**src/rtl/sdw_pkg.sv**
```systemverilog
package sdw_pkg;
    typedef enum logic [1:0] {
        ST_IDLE = 2'd0,
        ST_XFER = 2'd1,
        ST_WIN  = 2'd2,
        ST_BUSY = 2'd3
    } busy_state_e;
endpackage

```
**src/rtl/sdw_busy_window.sv**
```systemverilog
module sdw_busy_window #(
    parameter int WINDOW = 8,
    localparam int CNT_W = (WINDOW > 1) ? $clog2(WINDOW) : 1
) (
    input  logic             clk,
    input  logic             rst_n,
    input  logic             start,
    input  logic             run,
    output logic             expired,
    output logic [CNT_W-1:0] count
);
    logic [CNT_W-1:0] cnt_q;

    always_ff @(posedge clk) begin
        if (!rst_n)
            cnt_q <= '0;
        else if (start)
            cnt_q <= '0;
        else if (run && !expired)
            cnt_q <= cnt_q + 1'b1;
    end

    assign expired = (cnt_q == CNT_W'(WINDOW - 1));
    assign count   = cnt_q;
endmodule

```
**src/rtl/sdw_busy_events.sv**
```systemverilog
module sdw_busy_events (
    input  logic clk,
    input  logic rst_n,
    input  logic fire,
    input  logic at_gap,
    input  logic stat_en,
    input  logic sig_en,
    output logic tc_stat,
    output logic tc_irq,
    output logic gap_evt
);
    always_ff @(posedge clk) begin
        if (!rst_n) begin
            tc_stat <= 1'b0;
            tc_irq  <= 1'b0;
            gap_evt <= 1'b0;
        end else begin
            tc_stat <= fire && stat_en;
            tc_irq  <= fire && stat_en && sig_en;
            gap_evt <= fire && at_gap && stat_en;
        end
    end
endmodule

```
**src/rtl/sdw_busy_detect.sv**
```systemverilog
module sdw_busy_detect #(
    parameter int WINDOW = 8,
    localparam int CNT_W = (WINDOW > 1) ? $clog2(WINDOW) : 1
) (
    input  logic clk,
    input  logic rst_n,
    input  logic dat0,
    input  logic cmd_end,
    input  logic cmd_busy,
    input  logic cmd_write,
    input  logic crc_done,
    input  logic crc_last,
    input  logic gap_stop,
    input  logic stat_en,
    input  logic sig_en,
    output logic dat_active,
    output logic tc_stat,
    output logic tc_irq,
    output logic gap_evt,
    output logic dat0_level
);
    import sdw_pkg::*;

    busy_state_e      state, state_nxt;
    logic             final_q, final_nxt;
    logic             gap_q, gap_nxt;
    logic             win_start, win_expired, release_now;
    logic [CNT_W-1:0] win_cnt;

    sdw_busy_window #(.WINDOW(WINDOW)) u_win (
        .clk     (clk),
        .rst_n   (rst_n),
        .start   (win_start),
        .run     (state == ST_WIN),
        .expired (win_expired),
        .count   (win_cnt)
    );

    // State register
    always_ff @(posedge clk) begin
        if (!rst_n) begin
            state   <= ST_IDLE;
            final_q <= 1'b0;
            gap_q   <= 1'b0;
        end else begin
            state   <= state_nxt;
            final_q <= final_nxt;
            gap_q   <= gap_nxt;
        end
    end

    // Next-state logic
    always_comb begin
        state_nxt   = state;
        final_nxt   = final_q;
        gap_nxt     = gap_q;
        win_start   = 1'b0;
        release_now = 1'b0;
        unique case (state)
            ST_IDLE: begin
                if (cmd_end && cmd_busy) begin        // start-busy-cmd
                    state_nxt = ST_WIN;
                    win_start = 1'b1;
                    final_nxt = 1'b1;
                    gap_nxt   = 1'b0;
                end else if (cmd_end && cmd_write) begin  // start-write
                    state_nxt = ST_XFER;
                    final_nxt = 1'b0;
                    gap_nxt   = 1'b0;
                end
            end
            ST_XFER: begin
                if (crc_done) begin                   // block-crc
                    state_nxt = ST_WIN;
                    win_start = 1'b1;
                    final_nxt = crc_last || gap_stop;
                    gap_nxt   = gap_stop && !crc_last;
                end
            end
            ST_WIN: begin
                if (!dat0)                            // busy-seen
                    state_nxt = ST_BUSY;
                else if (win_expired)                 // window-expired
                    release_now = 1'b1;
            end
            ST_BUSY: begin
                if (dat0)                             // busy-released
                    release_now = 1'b1;
            end
            default: state_nxt = ST_IDLE;
        endcase
        if (release_now)
            state_nxt = final_q ? ST_IDLE : ST_XFER;
    end

    // Output process
    sdw_busy_events u_evt (
        .clk     (clk),
        .rst_n   (rst_n),
        .fire    (release_now && final_q),
        .at_gap  (gap_q),
        .stat_en (stat_en),
        .sig_en  (sig_en),
        .tc_stat (tc_stat),
        .tc_irq  (tc_irq),
        .gap_evt (gap_evt)
    );

    assign dat_active = (state != ST_IDLE);
    assign dat0_level = dat0;
endmodule

```
**config.mk**
```make
export PLATFORM = sky130hd
export DESIGN_NAME = sdw_busy_detect
export DESIGN_NICKNAME = d
export VERILOG_FILES = /design/src/rtl/sdw_pkg.sv /design/src/rtl/sdw_busy_window.sv /design/src/rtl/sdw_busy_events.sv /design/src/rtl/sdw_busy_detect.sv
export SDC_FILE = /design/constraint.sdc
export NUM_CORES = 1
export LEC_CHECK = 0
export BUFFER_PORTS_ARGS = -buffer_cell sky130_fd_sc_hd__buf_2
export CAP_MARGIN = 40
export CORE_AREA = 5 5 46 48
export CTS_CLUSTER_DIAMETER = 30
export DETAILED_ROUTE_END_ITERATION = 6
export DIE_AREA = 0 0 51 53
export GPL_TIMING_DRIVEN = 0
export HOLD_SLACK_MARGIN = 0.02
export SKIP_LAST_GASP = 1
export SYNTH_ARGS = -nofsm -noshare
export SYNTH_HDL_FRONTEND = slang
export SYNTH_SLANG_ARGS = --single-unit
export TNS_END_PERCENT = 1
```
**constraint.sdc**
```tcl
create_clock -name clk -period 1.8 [get_ports clk]
set_input_delay 0.27 -clock clk [delete_from_list [all_inputs] [get_ports clk]]
set_output_delay 0.27 -clock clk [all_outputs]
set_load 0.05 [all_outputs]
```
# [Yosys cells after proc, flatten, opt, wreduce, memory -nomap -nowiden]
# Cells that the tools add are included.
[op_classes] eq_ne=9 reduce_logical=19 n_addsub=1 mux=21 bitwise_logic=1
[ops] cell="1-bit two-way mux" count=11
[ops] cell="2-bit two-way mux" count=5
[ops] cell="1-bit logical AND" count=9
[ops] cell="3-bit inequality test (second input constant)" count=3
[ops] cell="1-bit one-hot mux with 2 select lines" count=4
[ops] cell="2-bit one-hot mux with 3 select lines" count=1
[ops] cell="2-bit equality test (second input constant)" count=2
[ops] cell="4-bit inequality test (second input constant)" count=1
[ops] cell="4-bit AND reduction" count=1
[ops] cell="2-bit nonzero test" count=2
[ops] cell="4-bit nonzero test" count=1
[ops] cell="3-bit by 1-bit adder with 3-bit output (second input constant)" count=1
[ops] cell="3-bit equality test (second input constant)" count=1
[ops] cell="3-bit AND reduction" count=1
[ops] cell="2-bit by 1-bit equality test with 1-bit output (second input constant)" count=1
[ops] cell="1-bit logical NOT" count=2
[ops] cell="2-bit logical NOT" count=1
[ops] cell="2-bit inequality test (second input constant)" count=1
[ops] cell="2-bit OR reduction" count=1
[ops] cell="1-bit logical OR" count=1
[ops] cell="1-bit inverter" count=1
[totals] register_bits=10 input_bits=11

# [Depth between registers and ports, before layout]
[depth] word_depth=7 depth_mapped=6 depth_no_buf=6

# [Modules after synthesis]
# Synthesis repeated with hierarchy kept, for this count alone.
[unflattened] cells_unflattened=60 hier_area_um2=570.5
[modules_own_cells] module="sdw_busy_detect" instances=1 cells_each=41 area_per_inst_um2=340.3
[modules_own_cells] module="sdw_busy_window" instances=1 cells_each=13 area_per_inst_um2=145.1
[modules_own_cells] module="sdw_busy_events" instances=1 cells_each=6 area_per_inst_um2=85.1

# [Worst setup path after synthesis]
# No wires, ideal clock.
[synth_path] path_kind="register -> register" startpoint="register state[0]" endpoint="register state[0]" t_required_ns=1.682 path_buffers=0 slack_ns=0.365 path_stages_with_launch=7 arrival_ns=1.317 cell_sequence="dfxtp_1 > inv_1 > ha_1 > o2bb2ai_2 > a211oi_2 > mux2i_1 > a21oi_1"
[synth_between] elab_chain_len=4 word_cells_on_any_way=12 classes_between="eq/ne: 6; mux: 3; reduce/logical: 3"
[synth_lines] element="from (decl)" line="sdw_busy_detect.sv:24" source="busy_state_e state, state_nxt;"
[synth_lines] element="from (signal assigned)" line="sdw_busy_detect.sv:46" source="state <= state_nxt;"
[synth_lines] element="2-bit equality test" line="sdw_busy_detect.sv:59" source="unique case (state)"
[synth_lines] element="1-bit one-hot mux with 2 select lines" line="sdw_busy_detect.sv:59"
[synth_lines] element="4-bit inequality test (no source line) (tied with other cells)"
[synth_lines] element="4-bit AND reduction (no source line)"
# Several ways; a longest one is shown, not always the timed one.
# A chain may end at the register's enable or synchronous reset.

# [Worst setup path after layout]
[layout_path] startpoint="register state[0]" endpoint="output dat_active"
[layout_between] elab_chain_len=1
[layout_lines] element="2-bit nonzero test" line="sdw_busy_detect.sv:109" source="assign dat_active = (state != ST_IDLE);"
[layout_lines] element="to (decl)" line="sdw_busy_detect.sv:16" source="output logic dat_active,"
# Every way passes these cells.

==> flow_summary_export.csv <==
group,metric,value,unit
outcome,status,"completed",
power_and_ir_drop,p_per_area,1230,nW/um^2
critical_path,worst-path-max-fanout,5,
global_route,grt.overflow.total,0,
final_layout,design_area,662,sq um
drt,ant_nets,0,
critical_path,required,1.53,ns
sta,slew_viol_final,0,
clock_tree,root_buffer,"clkbuf_4",
placement,dp_hpwl,824,um
critical_path,timing.critical_path.to,"dat_active",
sta,worst_pin_slew,0.333,ns
logic_synthesis,yosysWarnings,0,
drt,drtIter0Drc,6,
clock_tree,max-clock-path-buffers,2,
hold_path,min_path_cells,2,
power_and_ir_drop,power,0.812,mW
power_and_ir_drop,p_leak,0.318,nW
critical_path,crit_type,"flip-flop to output port",
placement,gp_congestion,0.681,
logic_synthesis,syn-cell-area,543,sq um
sta,relSlewSlack,77.8,%
clock_tree,cts_resized,0,
critical_path,reg2reg_slack,0.23,ns
floorplanning,dieArea,2700,sq um
drt,firstDrtPassIters,4,
drt,routed_wl,1040,um
critical_path,critical_path.cell_chain,"inv_1, ha_1, inv_1, buf_2",
floorplanning,fp.coreArea,1670,sq um
logic_synthesis,synthCells,57,
final_layout,syn2layout_area_growth,21.9,%
clock_tree,cts_tree,"done",
drt,vias_per_cell,5.00,
power_and_ir_drop,ir_drop,0.344,mV
final_layout,postLayoutCoreUtil,39.6,%
logic_synthesis,avgSynthCellArea,9.53,sq um
sta,hold_slack,0.201,ns
run,drv_cap,0,
floorplanning,die_h,53,um
final_layout,final_common_cell,"buf_2",
clock_tree,htree_num_levels,1,
critical_path,cp_data_arrival_time,1.36,ns
logic_synthesis,ys_seq_elements,10,
clock_tree,clk_latency,0.27,ns
floorplanning,rows,15,
drt,wl_per_cell,11.3,um
clock_tree,cts_buffers,3,
final_layout,fin_cells,92,
floorplanning,die_x,51,um
clock_tree,hold_buffers,0,
global_route,grt_pass1_vias,437,
sta,setup_viol,0,
critical_path,cp-start-kind,"flip-flop",
logic_synthesis,ys_types,23,
critical_path,cp_num_buf_inv,3,
drt,routed-via-count,460,
logic_synthesis,synthFlopType,"dfxtp_1",
global_route,grt_max_degree,7,
global_route,grt_first_pass_wirelength,1780,um
clock_tree,postCtsSetupBuffers,0,
final_layout,nFillCells,172,
sta,grt_setup_unrepaired,"false",
clock_tree,numClockSinks,10,
global_route,grt_antenna_before_repair,0,
hold_path,hold_path_class,"input port to flip-flop",
critical_path,cp_common_cell,"inv_1",
critical_path,slowest_delay,0.38,ns
sta,hold_viol_final,0,
clock_tree,cts.clk_slew.worst_paths,0.06,ns
placement,port_buffers,15,
global_route,grt.total_usage,9.29,%
sta,max_freq,614,MHz
critical_path,cp-end-kind,"output port",
placement,dp_cells,89,
sta,period_share,90.5,%
critical_path,crit_family,"buffers and inverters",
logic_synthesis,async_flop_share,0,%
critical_path,r2r_cells,6,
critical_path,reg2reg_from,"state[0]$_SDFFE_PN0P_",
final_layout,layout_common_cells,"15 x buf_2, 10 x dfxtp_1, 6 x nor2_1, 6 x ha_1, 5 x nand2_1",
critical_path,crit_cells,4,
critical_path,r2r-end,"state[0]$_SDFFE_PN0P_",
sta,layout_setup_ws,0.171,ns
logic_synthesis,synth_edf_count,0,
floorplanning,initial_core_util,32.5,%
logic_synthesis,synth_seq_area_share,36.9,%
final_layout,diodes,0,
logic_synthesis,synthesis.nets,74,
placement,place_area,639,sq um
floorplanning,pin_count,16,
final_layout,drive_gt1_share,30.7,%
sta,fin_crit,1.63,ns
placement,dpl_worst_slack,0.239,ns
sta,finalSetupTns,0,ns
critical_path,crit_start,"state[0]$_SDFFE_PN0P_",
final_layout,nets,94,
critical_path,critPathSlowestCell,"dfxtp_1",
drt,post-route-drc-count,0,
sta,fin_skew,0.00560,ns
[report_power, final]
group | internal, mW | switching (mW) | leakage [nW]
clock | 0.0772 | 0.0750 | 0.0138
sequential | 0.254 | 0.0254 | 0.0812
combinational | 0.170 | 0.210 | 0.223
total | 0.501 | 0.310 | 0.318
[worst min path at each step]
stage                             startpoint                        to  slack [ns]
final                                 sig_en   u_evt.tc_irq$_SDFF_PN0_        0.20
after floorplan                        rst_n     state[0]$_SDFFE_PN0P_        0.39
after detailed placement  gap_q$_SDFFE_PN0P_  u_evt.gap_evt$_SDFF_PN0_        0.45
after global placement    gap_q$_SDFFE_PN0P_  u_evt.gap_evt$_SDFF_PN0_        0.45
after CTS                             sig_en   u_evt.tc_irq$_SDFF_PN0_        0.20
after global routing                  sig_en   u_evt.tc_irq$_SDFF_PN0_        0.21
[state kept, by name, indices dropped and copies added, names as in the netlist]
name / flops
u_win.count: 3
state: 2
final_q: 1
gap_q: 1
u_evt.gap_evt: 1
u_evt.tc_irq: 1
u_evt.tc_stat: 1
[cell families after synthesis]
family | after synthesis | synth area share [%]
simple gates | 19 | 17.3
flops | 10 | 36.9
compound gates | 11 | 16.8
mux | 5 | 9.45
xor+xnor | 1 | 1.61
fa+ha+maj | 6 | 13.8
buf+inv | 5 | 4.15
[Yosys cell counts (2+ instances only)]
| cell type | count | area [sq um] |
|---|---|---|
| a211oi_2 | 2 | 25.0 |
| a21oi_1 | 2 | 10.0 |
| and2_1 | 2 | 12.5 |
| dfxtp_1 | 10 | 200 |
| ha_1 | 6 | 75.1 |
| inv_1 | 4 | 15.0 |
| mux2i_1 | 4 | 40.0 |
| nand2_1 | 5 | 18.8 |
| nor2_1 | 6 | 22.5 |
| nor2b_1 | 2 | 12.5 |
| o21ai_0 | 2 | 10.0 |
[area by class of cell]
cell class | instances | area, sq um | area share, %
Multi-Input combinational cell | 42 | 320 | 48.4
Sequential cell | 10 | 200 | 30.2
Timing Repair Buffer | 15 | 75.1 | 11.3
Clock buffer | 3 | 22.5 | 3.40
Tap cell | 17 | 21.3 | 3.21
Inverter | 4 | 15.0 | 2.27
Buffer | 1 | 7.51 | 1.13
[layer usage]
metal	track usage [%]	up-vias	routed length, um
met1	9.61	208	472
li1	-	234	-
met3	3.38	5	67
met4	8.07	0	40
met2	14.8	13	461
met5	0	-	0
Power figures use the tool's default switching activity.
